--- config.mk ---
export PLATFORM = sky130hd
export DESIGN_NAME = pingpong_dma
export DESIGN_NICKNAME = d
export VERILOG_FILES = /design/src/rtl/pingpong_dma.sv
export SDC_FILE = /design/constraint.sdc
export NUM_CORES = 1
export LEC_CHECK = 0
export BUFFER_PORTS_ARGS = -buffer_cell sky130_fd_sc_hd__buf_4
export CAP_MARGIN = 20
export CORE_MARGIN = 10
export CORE_UTILIZATION = 55
export DETAILED_ROUTE_END_ITERATION = 10
export PLACE_DENSITY = 0.76
export REMOVE_ABC_BUFFERS = 1
export SLEW_MARGIN = 10
export SYNTH_ARGS = -nofsm -noshare
export SYNTH_HDL_FRONTEND = slang
export SYNTH_SLANG_ARGS = --single-unit
--- constraint.sdc ---
create_clock -name clk -period 5.4 [get_ports clk]
set_input_delay 0.27 -clock clk [delete_from_list [all_inputs] [get_ports clk]]
set_output_delay 0.27 -clock clk [all_outputs]
set_load 0.1 [all_outputs]
--- src/rtl/pingpong_dma.sv ---
module pingpong_dma #(
  parameter int AW      = 32,
  parameter int CW      = 16,
  parameter int NREQ    = 4,
  parameter int BUF_LEN = 1024
) (
  input  logic            clk,
  input  logic            rst_n,
  input  logic            reg_we,
  input  logic [3:0]      reg_addr,
  input  logic [31:0]     reg_wdata,
  output logic [31:0]     reg_rdata,
  input  logic [NREQ-1:0] req_i,
  input  logic            abort_i,
  output logic [AW-1:0]   src_addr,
  input  logic [31:0]     src_data,
  output logic            mem_we,
  output logic [AW-1:0]   mem_addr,
  output logic [31:0]     mem_wdata,
  output logic [1:0]      mem_size,
  output logic [1:0]      irq_o
);
  localparam int         NCH    = 2;
  localparam int         CTW    = 12;
  localparam logic [5:0] UNPACE = 6'h3F;

  logic [AW-1:0]  cfg_rd [NCH];
  logic [AW-1:0]  cfg_wr [NCH];
  logic [CW-1:0]  cfg_cnt[NCH];
  logic [AW-1:0]  cur_rd [NCH];
  logic [AW-1:0]  cur_wr [NCH];
  logic [CW-1:0]  cur_cnt[NCH];
  logic [CTW-1:0] ctrl   [NCH];
  logic [AW-1:0]  step   [NCH];
  logic [NCH-1:0] pend, stat, hit, want, fire, last, start;
  logic [63:0]    req_ext;
  logic [2:0]     off;
  logic           rch, w1c, idx;

  assign req_ext = 64'(req_i);
  assign off     = reg_addr[2:0];
  assign rch     = reg_addr[3];
  assign w1c     = reg_we && off == 3'd5;

  always_comb begin
    for (int c = 0; c < NCH; c++) begin
      hit[c]  = (ctrl[c][10:5] == UNPACE) || req_ext[ctrl[c][10:5]];
      want[c] = ctrl[c][0] && (pend[c] || hit[c]) && !abort_i;
      case (ctrl[c][2:1])
        2'd0:    step[c] = AW'(1);
        2'd1:    step[c] = AW'(2);
        default: step[c] = AW'(4);
      endcase
    end
    fire[0] = want[0];
    fire[1] = want[1] && !want[0];
    for (int c = 0; c < NCH; c++)
      last[c] = fire[c] && cur_cnt[c] == CW'(1);
    for (int c = 0; c < NCH; c++)
      start[c] = (reg_we && rch == 1'(c) && off == 3'd4 && reg_wdata[0]) ||
                 (last[1-c] && ctrl[1-c][11] == 1'(c));
  end

  assign idx       = fire[1];
  assign mem_we    = |fire;
  assign mem_addr  = cur_wr[idx];
  assign src_addr  = cur_rd[idx];
  assign mem_wdata = src_data;
  assign mem_size  = ctrl[idx][2:1];
  assign irq_o     = stat;

  always_comb begin
    case (off)
      3'd0:    reg_rdata = 32'(cur_rd[rch]);
      3'd1:    reg_rdata = 32'(cur_wr[rch]);
      3'd2:    reg_rdata = 32'(cur_cnt[rch]);
      3'd3,
      3'd4:    reg_rdata = 32'(ctrl[rch]);
      3'd5:    reg_rdata = 32'(stat);
      default: reg_rdata = 32'd0;
    endcase
  end

  always_ff @(posedge clk) begin
    if (!rst_n) begin
      for (int c = 0; c < NCH; c++) begin
        cfg_rd[c]  <= '0;
        cfg_wr[c]  <= '0;
        cfg_cnt[c] <= CW'(BUF_LEN);
        cur_rd[c]  <= '0;
        cur_wr[c]  <= '0;
        cur_cnt[c] <= '0;
        ctrl[c]    <= '0;
      end
      pend <= '0;
      stat <= '0;
    end else begin
      for (int c = 0; c < NCH; c++) begin
        if (reg_we && rch == 1'(c)) begin
          case (off)
            3'd0: cfg_rd[c]  <= AW'(reg_wdata);
            3'd1: cfg_wr[c]  <= AW'(reg_wdata);
            3'd2: cfg_cnt[c] <= CW'(reg_wdata);
            3'd3: ctrl[c][CTW-1:1] <= reg_wdata[CTW-1:1];
            3'd4: ctrl[c] <= reg_wdata[CTW-1:0];
            default: ;
          endcase
        end
        if (fire[c]) begin
          cur_cnt[c] <= cur_cnt[c] - CW'(1);
          if (ctrl[c][3]) cur_rd[c] <= cur_rd[c] + step[c];
          if (ctrl[c][4]) cur_wr[c] <= cur_wr[c] + step[c];
        end
        if (last[c]) ctrl[c][0] <= 1'b0;
        if (!ctrl[c][0] || last[c]) pend[c] <= 1'b0;
        else if (fire[c])           pend[c] <= pend[c] && hit[c];
        else                        pend[c] <= pend[c] || hit[c];
        if (start[c]) begin
          ctrl[c][0] <= cfg_cnt[c] != '0;
          cur_rd[c]  <= cfg_rd[c];
          cur_wr[c]  <= cfg_wr[c];
          cur_cnt[c] <= cfg_cnt[c];
          pend[c]    <= 1'b0;
        end
        if (abort_i) begin
          ctrl[c][0] <= 1'b0;
          pend[c]    <= 1'b0;
        end
        if (last[c])                    stat[c] <= 1'b1;
        else if (w1c && reg_wdata[c])   stat[c] <= 1'b0;
      end
    end
  end
endmodule

# Word level (Yosys, flattened, before mapping)
# Memory sizes are Yosys's and may differ from the RTL's.
# Index checks and enable logic that the tools add are counted.
[word_totals]
register_bits = 4
ramBits = 344
mem_count = 7
in_bits = 76
[op_classes]
mux = 116
n_eq_ne = 11
n_reduce_logical = 43
order_cmp = 2
addsub = 6
n_bitwise = 33
[memory_table]
columns = ["memory", "words", "word_bits", "read_ports", "rd_ports_with_merged_regs", "write_ports", "line", "text"]
rows = [
  ["cfg_rd", 2, 32, 2, 0, 2, "27", "logic [AW-1:0] cfg_rd [NCH];"],
  ["cfg_wr", 2, 32, 2, 0, 2, "28", "logic [AW-1:0] cfg_wr [NCH];"],
  ["cur_rd", 2, 32, 4, 0, 2, "30", "logic [AW-1:0] cur_rd [NCH];"],
  ["cur_wr", 2, 32, 4, 0, 2, "31", "logic [AW-1:0] cur_wr [NCH];"],
  ["cfg_cnt", 2, 16, 2, 0, 2, "29", "logic [CW-1:0] cfg_cnt[NCH];"],
  ["cur_cnt", 2, 16, 3, 0, 2, "32", "logic [CW-1:0] cur_cnt[NCH];"],
  ["1 more memories", "-", "-", "-", "-", "-", "-", ""],
]
[ops]
columns = ["op", "n"]
rows = [
  ["$mux W32", 12],
  ["$pmux W32 S5", 1],
  ["$mux W16", 6],
  ["$mux W1", 89],
  ["$add A32 B3 Y32", 2],
  ["$add A32 B32 Y32", 2],
  ["$mux W11", 4],
  ["$eq A16 B1 Y1 const B", 2],
  ["$reduce_bool A16 Y1", 2],
  ["$sub A16 B1 Y16 const B", 2],
  ["$or A1 B1 Y1", 30],
  ["$logic_and A1 B1 Y1", 20],
  ["$lt A6 B7 Y1 const B", 2],
  ["$bmux W1 S6", 2],
  ["$eq A6 B6 Y1 const B", 2],
  ["$pmux W3 S2", 2],
  ["$logic_or A1 B1 Y1", 8],
  ["$reduce_or A4 Y1", 2],
  ["$eq A3 B2 Y1 const B", 2],
  ["$eq A3 B3 Y1 const B", 2],
  ["$eq A2 B1 Y1 const B", 2],
  ["$logic_not A1 Y1", 4],
  ["$logic_not A2 Y1", 2],
  ["$reduce_bool A2 Y1", 2],
  ["4 further kinds", 7],
]

# Logic depth before layout (Yosys ltp)
# Gate-level depths: netlist (run 1).
# An unclocked memory read counts as a cell.
[depth]
ltp_word = 17
mapped_depth = 10
ltp_nobuf = 10

# Worst setup path before layout (run 1)
# OpenSTA, ideal clock, no wires.
[synth_timing]
kind = "reg-to-output"
start = "memory ctrl[1][5]"
end = "output mem_addr[1]"
path_slack_ns = 1.051
path_buffers = 3
arrival_ns = 4.079
path_stages_with_launch = 9
cell_sequence = "edfxtp_1 mux4_2 and2_1 o311ai_2 buf_4 nor2_1 buf_2 clkbuf_1 o21ai_0"
[synth_lines]
columns = ["element", "line", "text"]
rows = [
  ["from (decl)", "33", "logic [CTW-1:0] ctrl [NCH];"],
  ["to (decl)", "18", "output logic [AW-1:0] mem_addr,"],
]

==> results of run 1 <==
-- cells in the mapped netlist (3+ instances only) --
library cell	n
nor2b_1	27
a22oi_1	11
inv_1	22
buf_4	37
a21o_1	15
nor3b_1	5
and3_1	27
buf_2	25
a21oi_1	13
a222oi_1	8
o31ai_1	7
and2_1	88
or2_2	6
edfxtp_1	344
fa_1	4
a221oi_1	11
o2bb2ai_1	76
buf_1	5
nand2_1	166
and4_1	12
o21ai_0	97
nor4_1	30
clkbuf_1	49
o22ai_1	17
xnor2_1	62
xor2_1	85
o21ai_1	3
ha_1	16
mux2i_1	57
nor2_1	52
or3_1	7
o211ai_1	5
nand2b_1	5
dfxtp_1	4
nor3_1	22
nand4_1	28
mux2_2	65
o221ai_1	11
o32ai_1	3
nand3_1	42
-- metal layers --
metal	wire [µm]	up-vias
li1	-	6237
met5	0	-
met3	7720	126
met4	1860	0
met1	23900	6991
met2	26900	986
-- kinds of logic after synthesis --
family / count (synthesis)
flip-flops: 348
AND/OR/NAND/NOR: 529
AO/OA/AOI/OAI: 299
adder cells (fa/ha/maj): 20
XOR/XNOR: 147
buffers and inverters: 138
multiplexers: 124
-- critical path: stages, from the launching register on --
cell and delay (ns):
edfxtp_1 0.38, mux4_2 0.50, and2_1 0.20, o21a_1 0.40, nor2_4 0.48, buf_4 0.83, mux2_2 0.46, buf_4 0.25
-- layout make-up --
cell class                      count  area [µm²]
Clock buffer                       49        1020
Multi-Input combinational cell   1119        7900
Inverter                           22        82.6
Clock inverter                     20         171
Timing Repair Buffer              179        1370
Tap cell                          448         561
Sequential cell                   348       10400
Fill cell                        2585       12200
-- stage by stage --
stage               util [%]  instance area, µm²  std cells  power (W)
global placement        60.2               20300       2113    0.00412
CTS                     63.7               21500       2182    0.00663
global route            63.9               21500       2185    0.00680
finish                  63.9               21500       2185    0.00663
detailed placement      60.2               20300       2113    0.00414
floorplan                  -               18300       1489    0.00383
-- power groups by stage --
stage	combinational [W]	clock (W)	sequential (W)
after detailed placement	0.000821	0	0.00332
final	0.000835	0.00253	0.00326
after floorplan	0.000563	0	0.00326
after global routing	0.000868	0.00266	0.00328
after CTS	0.000825	0.00254	0.00326
after global placement	0.000812	0	0.00331
-- placed cells by master, fill, tap and decap left out, types with 49 or more instances in the layout --
| cell type | n |
|---|---|
| and2_1 | 88 |
| buf_4 | 175 |
| edfxtp_1 | 344 |
| mux2_2 | 65 |
| mux2i_1 | 57 |
| nand2_1 | 166 |
| nor2_1 | 49 |
| o21ai_0 | 90 |
| o2bb2ai_1 | 76 |
| xnor2_1 | 62 |
| xor2_1 | 85 |
-- flip-flops by register name (all words and copies together), names as in the netlist --
register  flops
cfg_rd       64
cfg_wr       64
cur_rd       64
cur_wr       64
cfg_cnt      32
cur_cnt      32
ctrl         24
irq_o         2
pend          2
-- path summary, 6_finish.rpt --
path,depth (start not counted),slack [ns],end
worst max-delay path,7,1.07,mem_addr[10]
worst min-delay path,2,0.07,cfg_wr[0][24]$_DFFE_PP_
worst max register to register,7,1.51,cur_rd[1][14]$_DFFE_PP_
worst min register to register,2,0.47,pend[0]$_SDFF_PP0_
==> impl_metrics.tcl, run 1 <==
set metrics [dict create \
    status "finished clean" \
    synth.area.mux_share_pct 7.13 \
    synth-seq-cells 348 \
    yosys-top-cells-area "edfxtp_1, xor2_1, mux2_2, o2bb2ai_1, nand2_1" \
    wirelength_um 60400 \
    fin_crit_ns 4.33 \
    worstHoldStart "reg_wdata[24]" \
    synth_compound_area_share_pct 11.3 \
    drive_gt1_share_pct 18.6 \
    via_per_inst 6.56 \
    grt_pass1_wl_um 88700 \
    cap_violations 0 \
    groute.layer.met2.usage_pct 42.0 \
    drv_slew 0 \
    post_cts_resized 0 \
    synth_edf_count 344 \
    drtIter0Drc 1930 \
    grt_pass1_vias 13800 \
    setup_tns_ns 0 \
    cp.required_ns 5.13 \
    max_freq_ghz 0.231 \
    hold_buffers 0 \
    critical_path_class "reg2out" \
    synthSimpleGateAreaFrac_pct 14.5 \
    drc_errors 0 \
    async_flop_share_pct 0 \
    cts_tree "built" \
    nets 1804 \
    grtUsageMet3_pct 7.14 \
    synth_xor_area_share_pct 6.81 \
    avgSynthCellArea_um2 11.8 \
    synth_top_family_by_area "simple AND/OR/NAND/NOR gates" \
    rows 67 \
    grt_max_degree 64 \
    ys_seq_area_share_pct 55.1 \
    pre_cts_slack_ns 1.66 \
    start_kind "flip-flop" \
    path_clk_slew_ns 0.06 \
    synth_flop_cell "edfxtp_1" \
    final.setup.worst_slack_ns 1.07 \
    vias 14300 \
    coreArea_mm2 0.0337 \
    worstPathMaxFanout 61 \
    use_met1_pct 39.2 \
    clockBufferDepth 3 \
    synthAdderAreaFrac_pct 1.48 \
    netlist_area_mm2 0.0189 \
    rsz0062_at_grt "no" \
    drt_pass1_iterations 8 \
    slew-limit-headroom_pct 21.8 \
    yosys_warnings 0 \
    dieArea_mm2 0.0422 \
    diodes 0 \
    powerDensity_mw_per_mm2 308 \
    skew_ns 0.0182 \
    p_leak_nw 7.50 \
    layout_worst_path_cycle_share_pct 80.3 \
    clock_latency_ns 0.53 \
    place_congestion 0.974 \
    wl_per_cell_um 27.6 \
    ir_drop_uv 251 \
    critPathLaunch "ctrl[0][5]$_DFFE_PP_" \
    setup_viol 0 \
    cts_sinks 348 \
    htree_num_levels 2 \
    top_usage_layer "met2" \
    synth.top_cell.area_share_pct 54.7 \
    yosys.area.top_type "edfxtp_1" \
    pin_count 209 \
    synthDistinctLibCells 67 \
    hold_viol 0 \
    overflow 0 \
    cts_buffers 38 \
    die_x_um 205 \
    cts-root-buf "clkbuf_16" \
    end_kind "output pin" \
    swShare_pct 27.2 \
    die_h_um 205 \
    cts_setup_buffers 0 \
    worst_pin_slew_ns 1.17 \
    syn_inst 1605 \
    antenna_found_initial 0 \
    r2r_start "cur_cnt[0][8]$_SDFFCE_PN0P_" \
    dpl.hpwl_um 42000 \
    cp.arrival_ns 4.06 \
    clkPwrFrac_pct 38.2 \
    min_path_type "in2reg" \
    intPower_w 0.00483 \
    holdWs_ns 0.0678 \
    start_util_pct 56.1 \
    seq_power_share_pct 49.2 \
    ant_nets 0 \
    grt.total_usage_pct 28.0 \
    io_buffers 144 \
    power.switching_w 0.00181 \
    syn2layout_area_growth_pct 13.9 \
    pwr-share-comb_pct 12.6 \
]
(Power assumes the default switching activity.)
==> inputs of run 2 (changes only) <==
ABC_AREA = 1   (was default)
PLACE_DENSITY = 0.78   (was 0.76)
clock period = 3.7 ns   (was 5.4 ns; I/O delays follow)
==> run 2 against run 1 <==
Net effect:
- critical path depth up 3
- largest power group unchanged
- sequential power up 45%
- synthesized cell count up 67%
- routed wire length up 26%
- combinational power up 69%
- critical path type unchanged
- global-route usage up 3.4 points
- area after synthesis up 12%
- sequential share of layout area down 4.9 points
- worst setup slack worse by 0.71 ns
==> impl_metrics.tcl, run 2 <==
set metrics [dict create \
    status "finished clean" \
    placedInstanceArea_mm2 0.0225 \
    via_per_inst 5.88 \
    coreArea_mm2 0.0378 \
    syn2layout_area_growth_pct 13.6 \
    layout_worst_path_cycle_share_pct 90.3 \
    path_clk_slew_ns 0.06 \
    dpl.hpwl_um 54900 \
    yosys_warnings 0 \
    syn_inst 2674 \
    cts_setup_buffers 0 \
    synth_flop_cell "edfxtp_1" \
    cap_violations 0 \
    path_buf_inv 3 \
    max_freq_ghz 0.299 \
    pin_count 209 \
    die_h_um 216 \
    synthTopCellsByCount "nand2_1, edfxtp_1, inv_1" \
    place_congestion 1.09 \
    synth_edf_count 344 \
    final_cell_mix "nand2_1, edfxtp_1, inv_1, nor2_1, buf_4" \
    yosys.area.top_type "edfxtp_1" \
    fin_area_mm2 0.0240 \
    grt.total_usage_pct 31.4 \
    vias 19500 \
    ir_drop_uv 459 \
    min_path_type "in2reg" \
    worstPathMaxFanout 22 \
    cp.arrival_ns 3.16 \
    rows 71 \
    wl_per_cell_um 22.8 \
    overflow 0 \
    cp_common_cell "nand3_1" \
    start_util_pct 55.9 \
    grt_pass1_wl_um 112000 \
    skew_ns 0.0241 \
    dieArea_mm2 0.0466 \
    rsz0062_at_grt "no" \
    io_buffers 144 \
    drt_pass1_iterations 6 \
    synth.top_cell.area_share_pct 48.9 \
    critPathMaxStageDelay_ns 0.58 \
    nFillCells 3192 \
    dp_cells 3230 \
    cts_buffers 40 \
    die_x_um 216 \
    critPathTopFamily "buffers and inverters" \
    synth.most_common_cell "nand2_1" \
    wirelength_um 75800 \
    p_leak_nw 10.9 \
    clockBufferDepth 3 \
    netlist_area_mm2 0.0211 \
    grt_max_degree 112 \
    htree_num_levels 2 \
    cts-root-buf "clkbuf_16" \
    slew-limit-headroom_pct 37.9 \
    fin_crit_ns 3.34 \
    drtIter0Drc 3213 \
    cts_sinks 348 \
    synthDistinctLibCells 43 \
    cts_tree "built" \
    yosys-top-cells-area "edfxtp_1, nand2_1, inv_1, nor2_1, xor2_1" \
    powerDensity_mw_per_mm2 426 \
    synth-seq-cells 348 \
    nets 2873 \
    final_cells 3321 \
    drc_errors 0 \
    cp.required_ns 3.51 \
    end_kind "output pin" \
    cp_cell_sequence "inv_2 > nand2_1 > nand3_1 > nand3_1 > nand3_1 > nand2_1 > nand2_4 > inv_1 > o21ai_0 > buf_4" \
    ys_seq_area_share_pct 49.3 \
    setup_tns_ns 0 \
    power_w 0.0102 \
    async_flop_share_pct 0 \
    clock_latency_ns 0.58 \
    worst_pin_slew_ns 0.931 \
    drive_gt1_share_pct 9.40 \
    setup_viol 0 \
    slowest_stage "o21ai_0" \
    avgSynthCellArea_um2 7.89 \
    drv_slew 0 \
    grt_pass1_vias 18300 \
    antenna_found_initial 1 \
    start_kind "flip-flop" \
    hold_viol 0 \
    critical_path_class "reg2out" \
    final_common_cell "nand2_1" \
    ant_nets 0 \
]
-- run 2: cell count changes after synthesis, sizes merged, moves of 25 or more --
cell,delta
nand2,+688
nor2b,-27
inv,+317
nor3,+58
and2,-89
mux2i,-57
nand3,+102
o2bb2ai,-76
nor2,+255
o21ai,+73
and3,-25
mux2,-65
buf,+25
xnor2,-54
-- run 2: report_power, final --
part	total, W	internal (W)	switching [W]	leakage [nW]
combinational	0.00141	0.000320	0.00109	6.79
sequential	0.00473	0.00456	0.000177	3.45
clock	0.00406	0.00238	0.00167	0.640
-- run 2: path summary, 6_finish.rpt --
check | startpoint | end | cells after the start | slack [ns]
setup reg to reg | ctrl[0][2]$_DFFE_PP_ | cur_wr[0][22]$_SDFFCE_PN0P_ | 15 | 0.44
hold / removal | reg_wdata[18] | cfg_wr[0][18]$_DFFE_PP_ | 3 | 0.05
setup / recovery | ctrl[0][5]$_DFFE_PP_ | mem_size[1] | 10 | 0.36
hold reg to reg | irq_o[0]$_SDFFE_PN0P_ | irq_o[0]$_SDFFE_PN0P_ | 2 | 0.50
-- run 2: kinds of logic (layout without fill, tap and decap cells) --
group / count (synthesis) / in the layout / synth area share [%]
flops: 348 / 348 / 49.3
buf+inv: 483 / 618 / 9.69
fa+ha+maj: 20 / 20 / 1.33
simple gates: 1459 / 1459 / 28.4
compound gates: 253 / 253 / 6.63
xor+xnor: 111 / 111 / 4.61
other cells: 0 / 1 / 0
-- run 2: area by class of cell --
| type | count | area [µm²] | area share (%) |
|---|---|---|---|
| sequential | 348 | 10400 | 43.4 |
| multi-input combinational | 1843 | 8710 | 36.4 |
| timing repair buffer | 204 | 1620 | 6.77 |
| inverter | 340 | 1280 | 5.32 |
| clock buffer | 50 | 1060 | 4.42 |
| tap | 511 | 639 | 2.67 |
| clock inverter | 24 | 245 | 1.02 |
| antenna | 1 | 2.50 | 0.0104 |
-- run 2: tightest hold or removal path, cell delays in order --
cell    delay [ns]
buf_4         0.08
inv_1         0.08
nor2_1        0.15
-- run 2: metrics by stage --
step                worst slack [ns]  util [%]  hold WS (ns)
floorplan                      -3.12         -         0.327
global placement               0.689      59.6         0.371
detailed placement             0.493      59.6         0.371
CTS                            0.429      63.5        0.0303
global route                   0.175      63.5        0.0579
finish                         0.359      63.5        0.0530
-- run 2: repair_timing --
| item | CTS | global route |
|---|---|---|
| gates resized for setup | 0 | 0 |
| hold buffers | 16 | 0 |
| hold endpoints to repair | 29 | 0 |
-- run 2: layer usage --
metal	track usage, %	up-vias	part of all wire [%]
met1	43.1	9061	39
met2	45.6	1411	43
li1	-	8857	-
met4	12.7	4	4.3
met5	0	-	0.033
met3	9.29	201	14
